## src/rtl/fcmp_pkg.sv

```systemverilog
package fcmp_pkg;
  localparam int EXP_W  = 8;
  localparam int FRAC_W = 23;
  localparam int WORD_W = 1 + EXP_W + FRAC_W;
  localparam int MAG_W  = WORD_W - 1;

  typedef enum logic [2:0] {
    OP_UN  = 3'd0,
    OP_LT  = 3'd1,
    OP_EQ  = 3'd2,
    OP_LE  = 3'd3,
    OP_GT  = 3'd4,
    OP_NE  = 3'd5,
    OP_GE  = 3'd6,
    OP_RSV = 3'd7
  } cmp_op_e;

  typedef struct packed {
    logic             is_nan;
    logic             is_snan;
    logic             is_zero;
    logic             sign;
    logic [MAG_W-1:0] mag;
  } opnd_class_t;
endpackage

```

## src/rtl/fcmp_classify.sv

```systemverilog
module fcmp_classify
  import fcmp_pkg::*;
(
  input  logic [WORD_W-1:0] word_i,
  output opnd_class_t       cls_o
);
  localparam int QBIT = FRAC_W - 1;

  logic exp_ones, frac_nz;

  always_comb begin
    exp_ones      = &word_i[WORD_W-2 -: EXP_W];
    frac_nz       = |word_i[FRAC_W-1:0];
    cls_o.is_nan  = exp_ones & frac_nz;
    cls_o.is_snan = exp_ones & frac_nz & ~word_i[QBIT];
    cls_o.is_zero = ~|word_i[MAG_W-1:0];
    cls_o.sign    = word_i[WORD_W-1];
    cls_o.mag     = word_i[MAG_W-1:0];
  end
endmodule

```

## src/rtl/fcmp_predicate.sv

```systemverilog
module fcmp_predicate
  import fcmp_pkg::*;
(
  input  cmp_op_e     op_i,
  input  opnd_class_t a_i,
  input  opnd_class_t b_i,
  output logic        pred_o,
  output logic        inv_o
);
  logic any_nan, any_snan, both_zero;
  logic mag_lt_ab, mag_lt_ba, mag_eq;
  logic lt_ab, lt_ba, eq_ab;

  always_comb begin
    any_nan   = a_i.is_nan | b_i.is_nan;
    any_snan  = a_i.is_snan | b_i.is_snan;
    both_zero = a_i.is_zero & b_i.is_zero;
    mag_lt_ab = a_i.mag < b_i.mag;
    mag_lt_ba = b_i.mag < a_i.mag;
    mag_eq    = a_i.mag == b_i.mag;

    // sign-magnitude ordering; zeros of either sign tie
    if (any_nan || both_zero) begin
      lt_ab = 1'b0;
      lt_ba = 1'b0;
    end else if (a_i.sign != b_i.sign) begin
      lt_ab = a_i.sign;
      lt_ba = b_i.sign;
    end else if (!a_i.sign) begin
      lt_ab = mag_lt_ab;
      lt_ba = mag_lt_ba;
    end else begin
      lt_ab = mag_lt_ba;
      lt_ba = mag_lt_ab;
    end
    eq_ab = ~any_nan & (both_zero | ((a_i.sign == b_i.sign) & mag_eq));

    pred_o = 1'b0;
    inv_o  = 1'b0;
    unique case (op_i)
      OP_UN: begin pred_o = any_nan;         inv_o = any_snan; end
      OP_LT: begin pred_o = lt_ba;           inv_o = any_nan;  end
      OP_EQ: begin pred_o = eq_ab;           inv_o = any_snan; end
      OP_LE: begin pred_o = lt_ab | eq_ab;   inv_o = any_nan;  end
      OP_GT: begin pred_o = lt_ab;           inv_o = any_nan;  end
      OP_NE: begin pred_o = ~eq_ab;          inv_o = any_snan; end
      OP_GE: begin pred_o = ~lt_ab;          inv_o = any_nan;  end
      OP_RSV: begin pred_o = 1'b0;           inv_o = 1'b0;     end
      default: begin pred_o = 1'b0;          inv_o = 1'b0;     end
    endcase
  end
endmodule

```

## src/rtl/fcmp_status.sv

```systemverilog
module fcmp_status #(
  parameter int          CAUSE_W   = 5,
  parameter logic [CAUSE_W-1:0] FPU_CAUSE = CAUSE_W'(6)
) (
  input  logic               clk_i,
  input  logic               rst_ni,
  input  logic               fire_i,
  input  logic               inv_i,
  input  logic               exc_cap_i,
  input  logic               exc_en_i,
  output logic               inv_flag_o,
  output logic               exc_req_o,
  output logic [CAUSE_W-1:0] exc_cause_o
);
  logic raise;

  assign raise = fire_i & inv_i;

  always_ff @(posedge clk_i or negedge rst_ni) begin
    if (!rst_ni) begin
      inv_flag_o  <= 1'b0;
      exc_req_o   <= 1'b0;
      exc_cause_o <= '0;
    end else begin
      if (raise) inv_flag_o <= 1'b1;
      exc_req_o <= raise & exc_cap_i & exc_en_i;
      if (raise && exc_cap_i && exc_en_i) exc_cause_o <= FPU_CAUSE;
    end
  end
endmodule

```

## src/rtl/fcmp_unit.sv

```systemverilog
module fcmp_unit
  import fcmp_pkg::*;
#(
  parameter int                 RES_W     = 32,
  parameter int                 CAUSE_W   = 5,
  parameter logic [CAUSE_W-1:0] FPU_CAUSE = CAUSE_W'(6)
) (
  input  logic               clk_i,
  input  logic               rst_ni,
  input  logic               valid_i,
  input  logic [2:0]         op_i,
  input  logic [WORD_W-1:0]  a_i,
  input  logic [WORD_W-1:0]  b_i,
  input  logic               exc_cap_i,
  input  logic               exc_en_i,
  output logic [RES_W-1:0]   result_o,
  output logic               result_valid_o,
  output logic               inv_flag_o,
  output logic               exc_req_o,
  output logic [CAUSE_W-1:0] exc_cause_o
);
  localparam int N_OPND = 2;

  logic [N_OPND-1:0][WORD_W-1:0] opnd_w;
  opnd_class_t                   opnd_c [N_OPND];
  logic                          pred, inv;

  assign opnd_w[0] = a_i;
  assign opnd_w[1] = b_i;

  for (genvar g = 0; g < N_OPND; g++) begin : g_cls
    fcmp_classify u_cls (
      .word_i (opnd_w[g]),
      .cls_o  (opnd_c[g])
    );
  end

  fcmp_predicate u_pred (
    .op_i   (cmp_op_e'(op_i)),
    .a_i    (opnd_c[0]),
    .b_i    (opnd_c[1]),
    .pred_o (pred),
    .inv_o  (inv)
  );

  always_ff @(posedge clk_i or negedge rst_ni) begin
    if (!rst_ni) begin
      result_o       <= '0;
      result_valid_o <= 1'b0;
    end else begin
      result_valid_o <= valid_i;
      if (valid_i) result_o <= {{(RES_W-1){1'b0}}, pred};
    end
  end

  fcmp_status #(
    .CAUSE_W   (CAUSE_W),
    .FPU_CAUSE (FPU_CAUSE)
  ) u_status (
    .clk_i       (clk_i),
    .rst_ni      (rst_ni),
    .fire_i      (valid_i),
    .inv_i       (inv),
    .exc_cap_i   (exc_cap_i),
    .exc_en_i    (exc_en_i),
    .inv_flag_o  (inv_flag_o),
    .exc_req_o   (exc_req_o),
    .exc_cause_o (exc_cause_o)
  );
endmodule

```

## config.mk

```make
export PLATFORM = sky130hd
export DESIGN_NAME = fcmp_unit
export DESIGN_NICKNAME = d
export VERILOG_FILES = /design/src/rtl/fcmp_pkg.sv /design/src/rtl/fcmp_classify.sv /design/src/rtl/fcmp_predicate.sv /design/src/rtl/fcmp_status.sv /design/src/rtl/fcmp_unit.sv
export SDC_FILE = /design/constraint.sdc
export NUM_CORES = 1
export LEC_CHECK = 0
export BUFFER_PORTS_ARGS = -buffer_cell sky130_fd_sc_hd__buf_2
export CAP_MARGIN = 20
export CORE_UTILIZATION = 39
export DETAILED_ROUTE_END_ITERATION = 10
export PLACE_DENSITY = 0.88
export REMOVE_ABC_BUFFERS = 1
export SLEW_MARGIN = 10
export SYNTH_ARGS = -nofsm -noshare
export SYNTH_HDL_FRONTEND = slang
export SYNTH_SLANG_ARGS = --single-unit
```

## constraint.sdc

```tcl
create_clock -name clk_i -period 0.8 [get_ports clk_i]
set_input_delay 0.08 -clock clk_i [delete_from_list [all_inputs] [get_ports clk_i]]
set_output_delay 0.08 -clock clk_i [all_outputs]
set_load 0.01 [all_outputs]
```

**After elaboration in Yosys (flattened, before gate mapping)**

Cells that the tools add are included.

- Flip-flop bits (word level): 5

- Order comparisons: 2
- Equal/unequal tests: 10
- Multiplexer cells: 8
- Bitwise operators: 19
- Reductions and logical operators: 14

Operators with widths:

| cell | count |
|---|---|
| $lt 31x31->1 | 2 |
| $reduce_or 31->1 | 2 |
| $reduce_or 23->1 | 2 |
| $eq 31x31->1 | 1 |
| $reduce_and 8->1 | 2 |
| $eq 3x3->1 const B | 4 |
| $and 1x1->1 | 10 |
| $pmux 1 s8 | 1 |
| $eq 3x2->1 const B | 2 |
| $mux 1 | 6 |
| $not 1->1 | 5 |
| $or 1x1->1 | 4 |
| $reduce_or 4->1 | 1 |
| $eq 3x1->1 const B | 1 |
| $logic_not 3->1 | 1 |
| $pmux 1 s3 | 1 |
| $reduce_or 3->1 | 1 |
| $logic_and 1x1->1 | 2 |
| $logic_not 1->1 | 2 |
| $eq 1x1->1 | 1 |
| $logic_or 1x1->1 | 1 |
| $ne 1x1->1 | 1 |

**Depth between registers and ports, before layout**

- Depth in word-level cells: 8
- Gate-level depth with buffers: 10
- Depth with buffers taken out: 10

**Modules after synthesis**

From an unflattened synthesis, not the netlist that was laid out.

- Cell total of the unflattened synthesis: 282
- Area, all modules: 2164.6 um^2

Modules (own cells, without submodules):

| module | instances | cells an instance | area each (um^2) | sequential area each (um^2) |
|---|---|---|---|---|
| fcmp_predicate | 1 | 142 | 1031.0 | 0.0 |
| fcmp_classify | 2 | 47 | 347.8 | 0.0 |
| fcmp_unit | 1 | 35 | 301.5 | 50.0 |
| fcmp_status | 1 | 11 | 136.4 | 75.1 |

**Least setup slack after synthesis**

OpenSTA, ideal clock, no wires.

- Kind: input to register
- Start point: input b_i[26]
- End point: register result_o[0]
- Setup time: 0.137 ns
- Arrival: 2.246 ns
- Data required time: 0.663 ns
- Setup slack: -1.583 ns
- Stages on the path: 10
- Buffers on the path: 0
- Path through: inv_1 > ha_1 > nand4_1 > or4_4 > nor4_1 > o211ai_1 > and3_1 > o31a_1 > o41ai_2 > o41ai_2

- Word-level cells in the longest chain between the ends: 7
- Elaborated cells on any way between the ends: 24
- Those cells by class: order compare (2); eq/ne (1); mux (7); bitwise (10); reduce/logical (4)

Ends and longest elaborated chain:

| what | RTL line | text |
|---|---|---|
| start, declared | fcmp_unit.sv:13 | `input logic [WORD_W-1:0] b_i,` |
| parallel branches: the longest is 6 deep, another holds $lt 31x31->1 | - |  |
| $pmux 1 s8 (*) | fcmp_predicate.sv:40 | `unique case (op_i)` |
| end signal, assigned | fcmp_unit.sv:52 | `if (valid_i) result_o <= {{(RES_W-1){1'b0}}, pred};` |
| end, declared | fcmp_unit.sv:16 | `output logic [RES_W-1:0] result_o,` |

Every way passes the cells marked *.
A chain may end at the register's enable or synchronous reset.

**Worst setup path after layout**

- Start point: input b_i[25]
- End point: register result_o[0]

Same word-level chain as after synthesis.

==> results.md <==
* Layout cells sized above 1 at 48.87%
* Commonest non-fill, non-tap cells in the layout: 65 x buf_2, 51 x buf_4, 34 x conb_1
* Metal-1 WL at 2033 um
* Fin Clk Skew at 0 ns
* Sequential fraction of the synthesis area at 7.491%
* Pre-CTS WS at -1.863 ns
* First-pass detailed-route iteration total at 4
* Synthesized flop and latch total at 5
* First-pass GRT wire length at 8004 um
* Clock transition at path regs at 0.04 ns
* Synth top area share at 23.22%
* H-tree Lvls at 1
* CP Class: in -> reg
* Core area at 0.004058 mm2
* Ports at 112
* DR WL met2 at 2887 um
* Switching Fraction at 37.52%
* CTS tree: yes
* N_diodes at 0
* Area leader, netlist: ha_1
* Cell leakage power at 1.416 nW
* Main flop type after synthesis: dfrtp_1
* CP most frequent cell: o41ai_2
* Largest net degree at the start of global routing at 8
* GR Util All Layers at 23.15%
* Top sig layer: met4
* Total CTS buffers at 3
* Failing checks: setup timing
* HPWL after DPL at 4211 um
* Power, Total at 2.071 mW
* # fillers at 324
* Clock Sinks at 5
* VDD IR-drop max at 0.5275 mV
* Post-route ant nets at 0
* Vias in the first global route at 1945
* WP data required at 0.89 ns
* Clk Latency, worst-skew pair at 0.22 ns
* RePlAce Congestion at 0.8550
* Synth unique cells at 44
* Via density per instance at 5.045
* Starting Density at 41.17%
* CP peak stage delay at 0.56 ns
* Final hold violations at 0
* Outcome: finished, violations left
* RSZ-0062 raised after global routing: true
* DR WL/cell at 12.99 um
* Syn_area_per_cell at 7.558 um2
* Max-cap violations at 0
* Via Count at 2038
* Crit path time final at 2.404 ns
* Num rows at 23
* Area grow syn2layout at 64.49%
* Post-detailed-route DRC marker count at 0
* Buffers on Ports at 77
* CP delay by family, top: simple AND/OR/NAND/NOR gates
* CTS Root Cell: clkbuf_8
* Final Max Slew Viols at 0
* Die Y at 67.45 um
* PD cells at 753.7 mW/mm2
* EDFF count, synth at 0
* Crit-path max FO at 4
* Initial antenna violation count at 0
* Max Clk Rate at 0.4160 GHz
* DR WL met3 at 264 um
* Die area at 0.004549 mm2
* Critical Path Start Type: primary input
* CP max stage cell: or4_4
* Mapped Cells at 221
* Part of the cycle the worst path needs at 300.5%
* Synth warn at 0
* Setup Viol. Count Final at 8
* Crit path buffers/inverters at 2
* Top post-synthesis cells by area: ha_1 23%, buf_4 16%, inv_1 7.6%, dfrtp_1 7.5%, nor4_1 6.0%
* FFs w/ async S/R, synth at 100.0%
* Comb pwr share at 63.4%
* Die W at 67.45 um
* Initial DRC Count at 26
* Critical Path AT at 2.49 ns
* Min-Delay Path Class: in -> reg
* Final worst slack at -1.604 ns
* Clock Path Buffers at 2
* # nets final at 458
* Sequential group share of total power at 13.9%
* Commonest non-fill, non-tap cell in the layout: buf_2
* Routed WL at 5249 um
* Sw Pwr at 0.7770 mW
* CP cell instances: buf_8 > inv_4 > ha_4 > nand4_1 > or4_4 > nor4_2 > o211ai_1 > and3_1 > o31a_1 > o41ai_2 > o41ai_2
* Power Internal at 1.294 mW
* Worst R2R Setup Slack at -0.11 ns
* Clock power frac at 22.6%
* Synthesized area at 0.001670 mm2
* Overflow after GRT at 0
* Crit end category: flop
==> registers in the layout, indices dropped and copies added (netlist names) <==
| name | flops |
|---|---|
| u_status.exc_req_o | 1 |
| result_valid_o | 1 |
| u_status.exc_cause_o | 1 |
| u_status.inv_flag_o | 1 |
| result_o | 1 |
==> power by group through the flow <==
stage	clock, mW	sequential (mW)	combinational [mW]
3_3_place_gp	0	0.291	1.07
6_report	0.469	0.288	1.31
4_1_cts	0.482	0.289	1.25
2_1_floorplan	0	0.310	0.497
3_5_place_dp	0	0.292	1.11
5_1_grt	0.498	0.294	1.45
==> final timing paths <==
path	start	to	depth (start not counted)
worst max register to register	result_o[0]	result_o[0]	3
min in group asynchronous	rst_ni	result_valid_o	2
max in group asynchronous	rst_ni	u_status.inv_flag_o	2
worst min-delay path	valid_i	result_valid_o	1
worst min register to register	u_status.exc_cause_o[1]	u_status.exc_cause_o[1]	1
worst max-delay path	b_i[25]	result_o[0]	11
==> kinds of logic (layout without fill, tap and decap cells) <==
group	after synthesis	in the layout	share of synthesized area, %
xor+xnor	2	2	1.049
simple gates	69	69	23.67
other cells	1	34	0.2245
compound gates	43	43	20.53
fa+ha+maj	31	31	23.22
flops	5	5	7.491
buf+inv	70	170	23.82
==> per-stage QoR <==
stage	TNS (ns)	area [um2]	cells	hold WS, ns	utilization (%)
final	-4.036	2748	404	0.01054	67.72
after global routing	-4.738	2748	404	0.01430	67.72
after CTS	-4.197	2670	404	0.009885	65.80
after detailed placement	-5.799	2370	398	-0.1018	58.40
after global placement	-5.752	2370	398	-0.1046	58.40
after floorplan	-4.007	1524	218	-0.2156	-
==> cells in the mapped netlist, types with 3 or more instances <==
cell       n
ha_1      31
inv_1     34
buf_4     35
nand3_1    4
a21oi_1   11
o21ai_0    7
nand2_1    8
a211oi_1   4
nor2_1    10
and3_1     3
nor4_1    16
dfrtp_1    5
nor3_1     3
nand4_1   13
==> worst register-to-register path, stage by stage (launching register included) <==
cell and delay [ns]:
dfrtp_1 0.34, nor2_1 0.06, buf_4 0.13, o41ai_2 0.27
==> final cells by class <==
class / instances / area, um2 / share of cell area (%)
multi-input combinational: 179 / 1481 / 53.92
clock buffer: 4 / 45.04 / 1.639
inverter: 34 / 135.1 / 4.918
timing repair buffer: 132 / 898.4 / 32.70
sequential: 5 / 125.1 / 4.554
tap: 50 / 62.56 / 2.277
==> what timing repair did <==
action | 4_1_cts | 5_1_grt
endpoints found under the hold margin | 5 | 0
endpoints found under the setup margin | 8 | 10
buffers inserted | 1 | 1
pin swaps | 17 | 10
gates resized for setup | 49 | 14
hold buffers | 1 | 0
==> routing by layer <==
metal,track usage (%),vias up
met2,46.88,74
met3,4.561,10
met5,0,-
met1,23.92,941
met4,4.787,0
li1,-,1013
No activity file was read; power rests on OpenSTA's default activity.
